--- src/rtl/cal_coef_pkg.sv ---
package cal_coef_pkg;
   typedef enum logic [1:0] {
      SEL_OFS_HI  = 2'd0,
      SEL_OFS_LO  = 2'd1,
      SEL_GAIN_HI = 2'd2,
      SEL_GAIN_LO = 2'd3
   } coef_sel_e;

   localparam int CMD_GO_BIT  = 15;
   localparam int CMD_CH_LSB  = 10;
   localparam int CMD_CH_W    = 5;
   localparam int CMD_SEL_LSB = 8;
   localparam int SEL_W       = 2;
   localparam int BYTE_W      = 8;
   localparam int MAX_CH      = 1 << CMD_CH_W;
endpackage

--- src/rtl/cal_cmd_decode.sv ---
module cal_cmd_decode
   import cal_coef_pkg::*;
#(
   parameter int NUM_CH = 4,
   parameter int CH_W   = 2,
   parameter int ADDR_W = CH_W + SEL_W
) (
   input  logic              cmd_we,
   input  logic [15:0]       cmd_wdata,
   input  logic              busy,
   output logic              accept,
   output logic              ch_ok,
   output logic [ADDR_W-1:0] addr
);
   logic [CMD_CH_W-1:0] ch_idx;
   coef_sel_e           sel;

   always_comb begin
      ch_idx = cmd_wdata[CMD_CH_LSB +: CMD_CH_W];
      sel    = coef_sel_e'(cmd_wdata[CMD_SEL_LSB +: SEL_W]);
      ch_ok  = ({1'b0, ch_idx} < (CMD_CH_W+1)'(NUM_CH));
      accept = cmd_we && cmd_wdata[CMD_GO_BIT] && ch_ok && !busy;
      addr   = {ch_idx[CH_W-1:0], sel};
   end
endmodule

--- src/rtl/cal_coef_store.sv ---
module cal_coef_store
   import cal_coef_pkg::*;
#(
   parameter int DEPTH   = 16,
   parameter int ADDR_W  = 4,
   parameter bit REG_OUT = 1'b1
) (
   input  logic              clk,
   input  logic              rst_n,
   input  logic              pl_en,
   input  logic [ADDR_W-1:0] pl_addr,
   input  logic [BYTE_W-1:0] pl_data,
   input  logic [ADDR_W-1:0] rd_addr,
   output logic [BYTE_W-1:0] rd_data
);
   logic [BYTE_W-1:0] mem [DEPTH];
   logic              pl_hit;

   assign pl_hit = ({1'b0, pl_addr} < (ADDR_W+1)'(DEPTH));

   always_ff @(posedge clk) begin
      if (!rst_n) begin
         for (int i = 0; i < DEPTH; i++) mem[i] <= '0;
      end else if (pl_en && pl_hit) begin
         mem[pl_addr] <= pl_data;
      end
   end

   generate
      if (REG_OUT) begin : g_reg_rd
         always_ff @(posedge clk) begin
            if (!rst_n) rd_data <= '0;
            else        rd_data <= mem[rd_addr];
         end
      end else begin : g_comb_rd
         assign rd_data = mem[rd_addr];
      end
   endgenerate

   // a preload lands at the addressed location
   assert_preload_R9: assert property (@(posedge clk) disable iff (!rst_n)
      (pl_en && pl_hit) |=> (mem[$past(pl_addr)] == $past(pl_data)));
endmodule

--- src/rtl/cal_read_seq.sv ---
module cal_read_seq
   import cal_coef_pkg::*;
#(
   parameter int RD_LAT = 4,
   parameter int ADDR_W = 4
) (
   input  logic              clk,
   input  logic              rst_n,
   input  logic              accept,
   input  logic [ADDR_W-1:0] addr_in,
   input  logic [BYTE_W-1:0] rd_data,
   output logic [ADDR_W-1:0] rd_addr,
   output logic              busy,
   output logic              ready,
   output logic [BYTE_W-1:0] byte_q
);
   localparam int CNT_W = $clog2(RD_LAT + 1);
   localparam logic [CNT_W-1:0] CNT_START = CNT_W'(RD_LAT - 1);

   logic [CNT_W-1:0] cnt;

   always_ff @(posedge clk) begin
      if (!rst_n) begin
         busy    <= 1'b0;
         ready   <= 1'b0;
         byte_q  <= '0;
         cnt     <= '0;
         rd_addr <= '0;
      end else if (accept) begin
         busy    <= 1'b1;
         ready   <= 1'b0;
         byte_q  <= '0;
         cnt     <= CNT_START;
         rd_addr <= addr_in;
      end else if (busy) begin
         if (cnt == '0) begin
            busy   <= 1'b0;
            ready  <= 1'b1;
            byte_q <= rd_data;
         end else begin
            cnt <= cnt - 1'b1;
         end
      end
   end

   // acceptance starts a fetch with the flag low
   assert_accept_clears_R2: assert property (@(posedge clk) disable iff (!rst_n)
      accept |=> (busy && !ready && byte_q == '0));
   // the latency window counts down one per cycle
   assert_count_step_R2: assert property (@(posedge clk) disable iff (!rst_n)
      (busy && !accept && cnt != '0) |=> (busy && cnt == $past(cnt) - 1'b1));
   // expiry raises ready with the store output
   assert_done_R3: assert property (@(posedge clk) disable iff (!rst_n)
      (busy && cnt == '0) |=> (ready && !busy && byte_q == $past(rd_data)));
   // a ready byte holds until a new acceptance
   assert_hold_R3: assert property (@(posedge clk) disable iff (!rst_n)
      (ready && !accept) |=> (ready && $stable(byte_q)));
   // no acceptance while a fetch is running
   assert_no_accept_busy_R7: assert property (@(posedge clk) disable iff (!rst_n)
      busy |-> !accept);
endmodule

--- src/rtl/cal_coef_port.sv ---
module cal_coef_port
   import cal_coef_pkg::*;
#(
   parameter int NUM_CH  = 4,
   parameter int RD_LAT  = 4,
   parameter bit REG_OUT = 1'b1,
   parameter int CH_W    = (NUM_CH > 1) ? $clog2(NUM_CH) : 1,
   parameter int ADDR_W  = CH_W + SEL_W
) (
   input  logic              clk,
   input  logic              rst_n,
   input  logic              cmd_we,
   input  logic [15:0]       cmd_wdata,
   input  logic              pl_en,
   input  logic [ADDR_W-1:0] pl_addr,
   input  logic [7:0]        pl_data,
   output logic [15:0]       status
);
   localparam int DEPTH = NUM_CH << SEL_W;

   generate
      if (NUM_CH < 1 || NUM_CH > MAX_CH) begin : g_bad_ch
         $error("cal_coef_port: NUM_CH out of range");
      end
      if (RD_LAT < 2) begin : g_bad_lat
         $error("cal_coef_port: RD_LAT must be at least 2");
      end
   endgenerate

   logic              accept, ch_ok, busy, ready;
   logic [ADDR_W-1:0] dec_addr, rd_addr;
   logic [BYTE_W-1:0] rd_data, byte_q;

   cal_cmd_decode #(.NUM_CH(NUM_CH), .CH_W(CH_W), .ADDR_W(ADDR_W)) u_dec (
      .cmd_we(cmd_we), .cmd_wdata(cmd_wdata), .busy(busy),
      .accept(accept), .ch_ok(ch_ok), .addr(dec_addr));

   cal_coef_store #(.DEPTH(DEPTH), .ADDR_W(ADDR_W), .REG_OUT(REG_OUT)) u_store (
      .clk(clk), .rst_n(rst_n), .pl_en(pl_en), .pl_addr(pl_addr),
      .pl_data(pl_data), .rd_addr(rd_addr), .rd_data(rd_data));

   cal_read_seq #(.RD_LAT(RD_LAT), .ADDR_W(ADDR_W)) u_seq (
      .clk(clk), .rst_n(rst_n), .accept(accept), .addr_in(dec_addr),
      .rd_data(rd_data), .rd_addr(rd_addr), .busy(busy), .ready(ready),
      .byte_q(byte_q));

   assign status = {byte_q, 7'b0, ready};

   // a write without the start bit while idle changes nothing
   assert_ignore_nogo_R6: assert property (@(posedge clk) disable iff (!rst_n)
      (cmd_we && !cmd_wdata[CMD_GO_BIT] && !busy) |=> $stable(status));
   // a write naming a missing channel while idle changes nothing
   assert_ignore_range_R5: assert property (@(posedge clk) disable iff (!rst_n)
      (cmd_we && !ch_ok && !busy) |=> $stable(status));
   // status is clear right after reset
   assert_reset_R1: assert property (@(posedge clk)
      !rst_n |=> (status == 16'h0000));
endmodule

--- config.mk ---
export PLATFORM = sky130hd
export DESIGN_NAME = cal_coef_port
export DESIGN_NICKNAME = d
export VERILOG_FILES = /design/src/rtl/cal_coef_pkg.sv /design/src/rtl/cal_cmd_decode.sv /design/src/rtl/cal_coef_store.sv /design/src/rtl/cal_read_seq.sv /design/src/rtl/cal_coef_port.sv
export SDC_FILE = /design/constraint.sdc
export NUM_CORES = 1
export LEC_CHECK = 0
export ABC_CLOCK_PERIOD_IN_PS = 5100
export BUFFER_PORTS_ARGS = -buffer_cell sky130_fd_sc_hd__buf_2
export CELL_PAD_IN_SITES_DETAIL_PLACEMENT = 1
export CELL_PAD_IN_SITES_GLOBAL_PLACEMENT = 1
export CORE_MARGIN = 3
export CORE_UTILIZATION = 54
export DETAILED_ROUTE_END_ITERATION = 10
export MAX_ROUTING_LAYER = met4
export PLACE_DENSITY_LB_ADDON = 0.3
export SYNTH_ARGS = -nofsm -noshare
export SYNTH_HDL_FRONTEND = slang
export SYNTH_SLANG_ARGS = --single-unit
--- constraint.sdc ---
create_clock -name clk -period 5.1 [get_ports clk]
set_input_delay 0.255 -clock clk [delete_from_list [all_inputs] [get_ports clk]]
set_output_delay 0.255 -clock clk [all_outputs]
set_load 0.05 [all_outputs]
==> results.md <==
* Status: finished, final reports clean
* Crit start category: input pin
* Synth Instances at approximately 500
* Final Max Slew Viols at 0
* DR iter-0 viols at ~270
* Mapped Area at 6910 sq um
* Critical Path RT at 5180 ps
* Hold WS at 98.4 ps
* Synth warn at 0
* Pin count of the biggest net entering global routing at 46
* Clock Path Buffers at 2
* GR Overflow Total at 0
* Total Power at about 2.9 mW
* N_diodes at 0
* Avg Cell Area, Syn at ~14 sq um
* Die width at ~120 microns
* Drt wl/cell at roughly 23 microns
* Routability congestion estimate at a little under 0.8
* FP Rows at 40
* Sequential share of the synthesized area at a little over three fifths
* Leakage at approximately 2.9 nW
* Die H at about 120 microns
* Endpoints failing hold at 0
* Number of global-route vias before repair at 4487
* Max IR drop VDD at approximately 0.26 mV
* CP endpoint kind: register
* Area Overhead vs Synth at 12.6%
* Total Routing Usage GR at 26.1%
* Most frequent cells in the layout: and2_1, edfxtp_1, buf_2
* Critical path peak fanout at 30
* Setup total negative slack at 0 ps
* Port bufs at 32
* DR vias/cell at approximately 5.8
* Starting Density at 56.4%
* Power per cell area at 370 nW/um^2
* CTS buffer count at 17
* Core Util, Final at 63.5%
* CTS tree: done
* Fmax at between 400 and 500 MHz
* Post-route ant nets at 0
* Pre-antenna DRT Iters at 4
* IO Count at 48
* Post-layout instance area at 7780 sq um
* Die ar. at roughly 14000 sq um
* Via count at between 4000 and 5000
* PostCTS Resize Cnt at 0
* Final period utilization at 45.5%
* # Post-CTS Setup Buffers at 0
* Post-CTS Hold Fix Bufs at 0
* Root Driver: clkbuf_16
* Max-Cap Viols at 0
* Skew final at between 7 and 8 ps
* Clock Latency Late Sink at around 430 ps
* DRC viols at 0
* Share of cells above drive strength 1 at between 10% and 20%
* Crit path DAT at roughly 2400 ps
* Nets at 562
* Final min period at 2320 ps
* H-Tree Depth at 4
* Number of unique standard cell types used by synthesis at 35
* Area of the core at around 12000 sq um
* Slew headroom at between 10% and 20%
* First-pass GRT wire length at about 26000 microns
* Worst-margin pin slew at between 1000 and 1500 ps
* Routed WL at ~17000 microns
* Setup-failing EPs final at 0
* Placed Area at ~7200 sq um
* Initial antenna violation count at 0
* Post-synth EDFFs at ~130
* HP Class: in -> reg
* Synth async-reset ratio at 0%
* Clock slew at reported path FFs at 60 ps
* DP HPWL at about 11000 microns
* Unrepaired setup endpoints after global routing: no
* Clk sinks at around 150
* Main synth FF type: edfxtp_1
* CP Class: in -> reg
* FF+latch count, synth at 153
final cells by class:
cell class	count	area, sq um
clock inverter	2	13.8
fill	1149	4480
sequential	153	4350
multi-input combinational	314	2380
tap	168	210
timing repair buffer	38	203
clock buffer	30	611
inverter	4	15.0
report_power, final:
group          leakage, nW  switching [mW]  internal (mW)
Clock                0.307           0.486          0.809
Combinational         1.13          0.0996         0.0454
Sequential            1.42          0.0202           1.42
Total                 2.86           0.606           2.27
layer usage:
metal / vias to the layer above / wire, microns / track usage [%] / share of wire (%)
li1: 1858 / - / - / -
met1: 2097 / 6600 / 31.1 / 40
met2: 124 / 8860 / 45.2 / 53
met3: 15 / 926 / 4.89 / 5.6
met4: 0 / 187 / 7.82 / 1.1
met5: - / 0 / - / 0
logic make-up (layout without fill, tap and decap cells):
family,after synthesis,count (layout),synth area share [%]
AOI/OAI and AO/OA,40,40,3.47
xor gates and xnor gates,1,1,0.127
adders and majority gates,2,2,0.362
buffers and inverters,37,74,3.00
DFF,153,153,62.8
muxes,61,61,13.3
other,1,7,0.0542
and+or+nand+nor,203,203,16.8
final timing paths:
path | cells past startpoint | slack, ps | from | to
worst max-delay path | 4 | 2780 | rst_n | u_store.mem[3][5]$_SDFFCE_PN0P_
worst min register to register | 2 | 450 | u_seq.ready$_SDFFE_PP0P_ | u_seq.ready$_SDFFE_PP0P_
worst min-delay path | 3 | 100 | cmd_wdata[9] | u_seq.rd_addr[1]$_SDFFE_PN0P_
worst max register to register | 5 | 2860 | u_seq.rd_addr[0]$_SDFFE_PN0P_ | u_store.rd_data[6]$_SDFF_PN0_
worst max-delay path, stage by stage:
cell and delay, ps:
buf_2 420, nand4_1 410, nor3_1 830, nand2b_1 470
synth_stat cells (5+ instances only):
cell	count	area, sq um
mux4_2	9	203
mux4_1	11	289
clkbuf_1	17	63.8
dfxtp_1	25	500
edfxtp_1	128	3840
o221ai_1	6	52.6
a21oi_1	6	30.0
nand2_1	16	60.1
nand3_1	5	25.0
and2_1	128	801
buf_4	11	82.6
nand2b_1	11	68.8
mux2_2	15	169
o21ai_0	19	95.1
mux2i_1	26	260
nor2_1	26	97.6
nor2b_1	6	37.5
metrics by stage:
stage | setup slack [ps] | cells
floorplan | 3290 | 504
global placement | 2500 | 676
detailed placement | 2330 | 676
CTS | 2780 | 708
global route | 2550 | 709
finish | 2780 | 709
sequential cells by signal (all words and copies together), names as in the netlist:
name,count
u_seq.busy,1
u_seq.byte_q,8
u_seq.cnt,3
u_seq.rd_addr,4
u_seq.ready,1
u_store.mem,128
u_store.rd_data,8
Note: power is estimated with default switching activity, not from simulation.
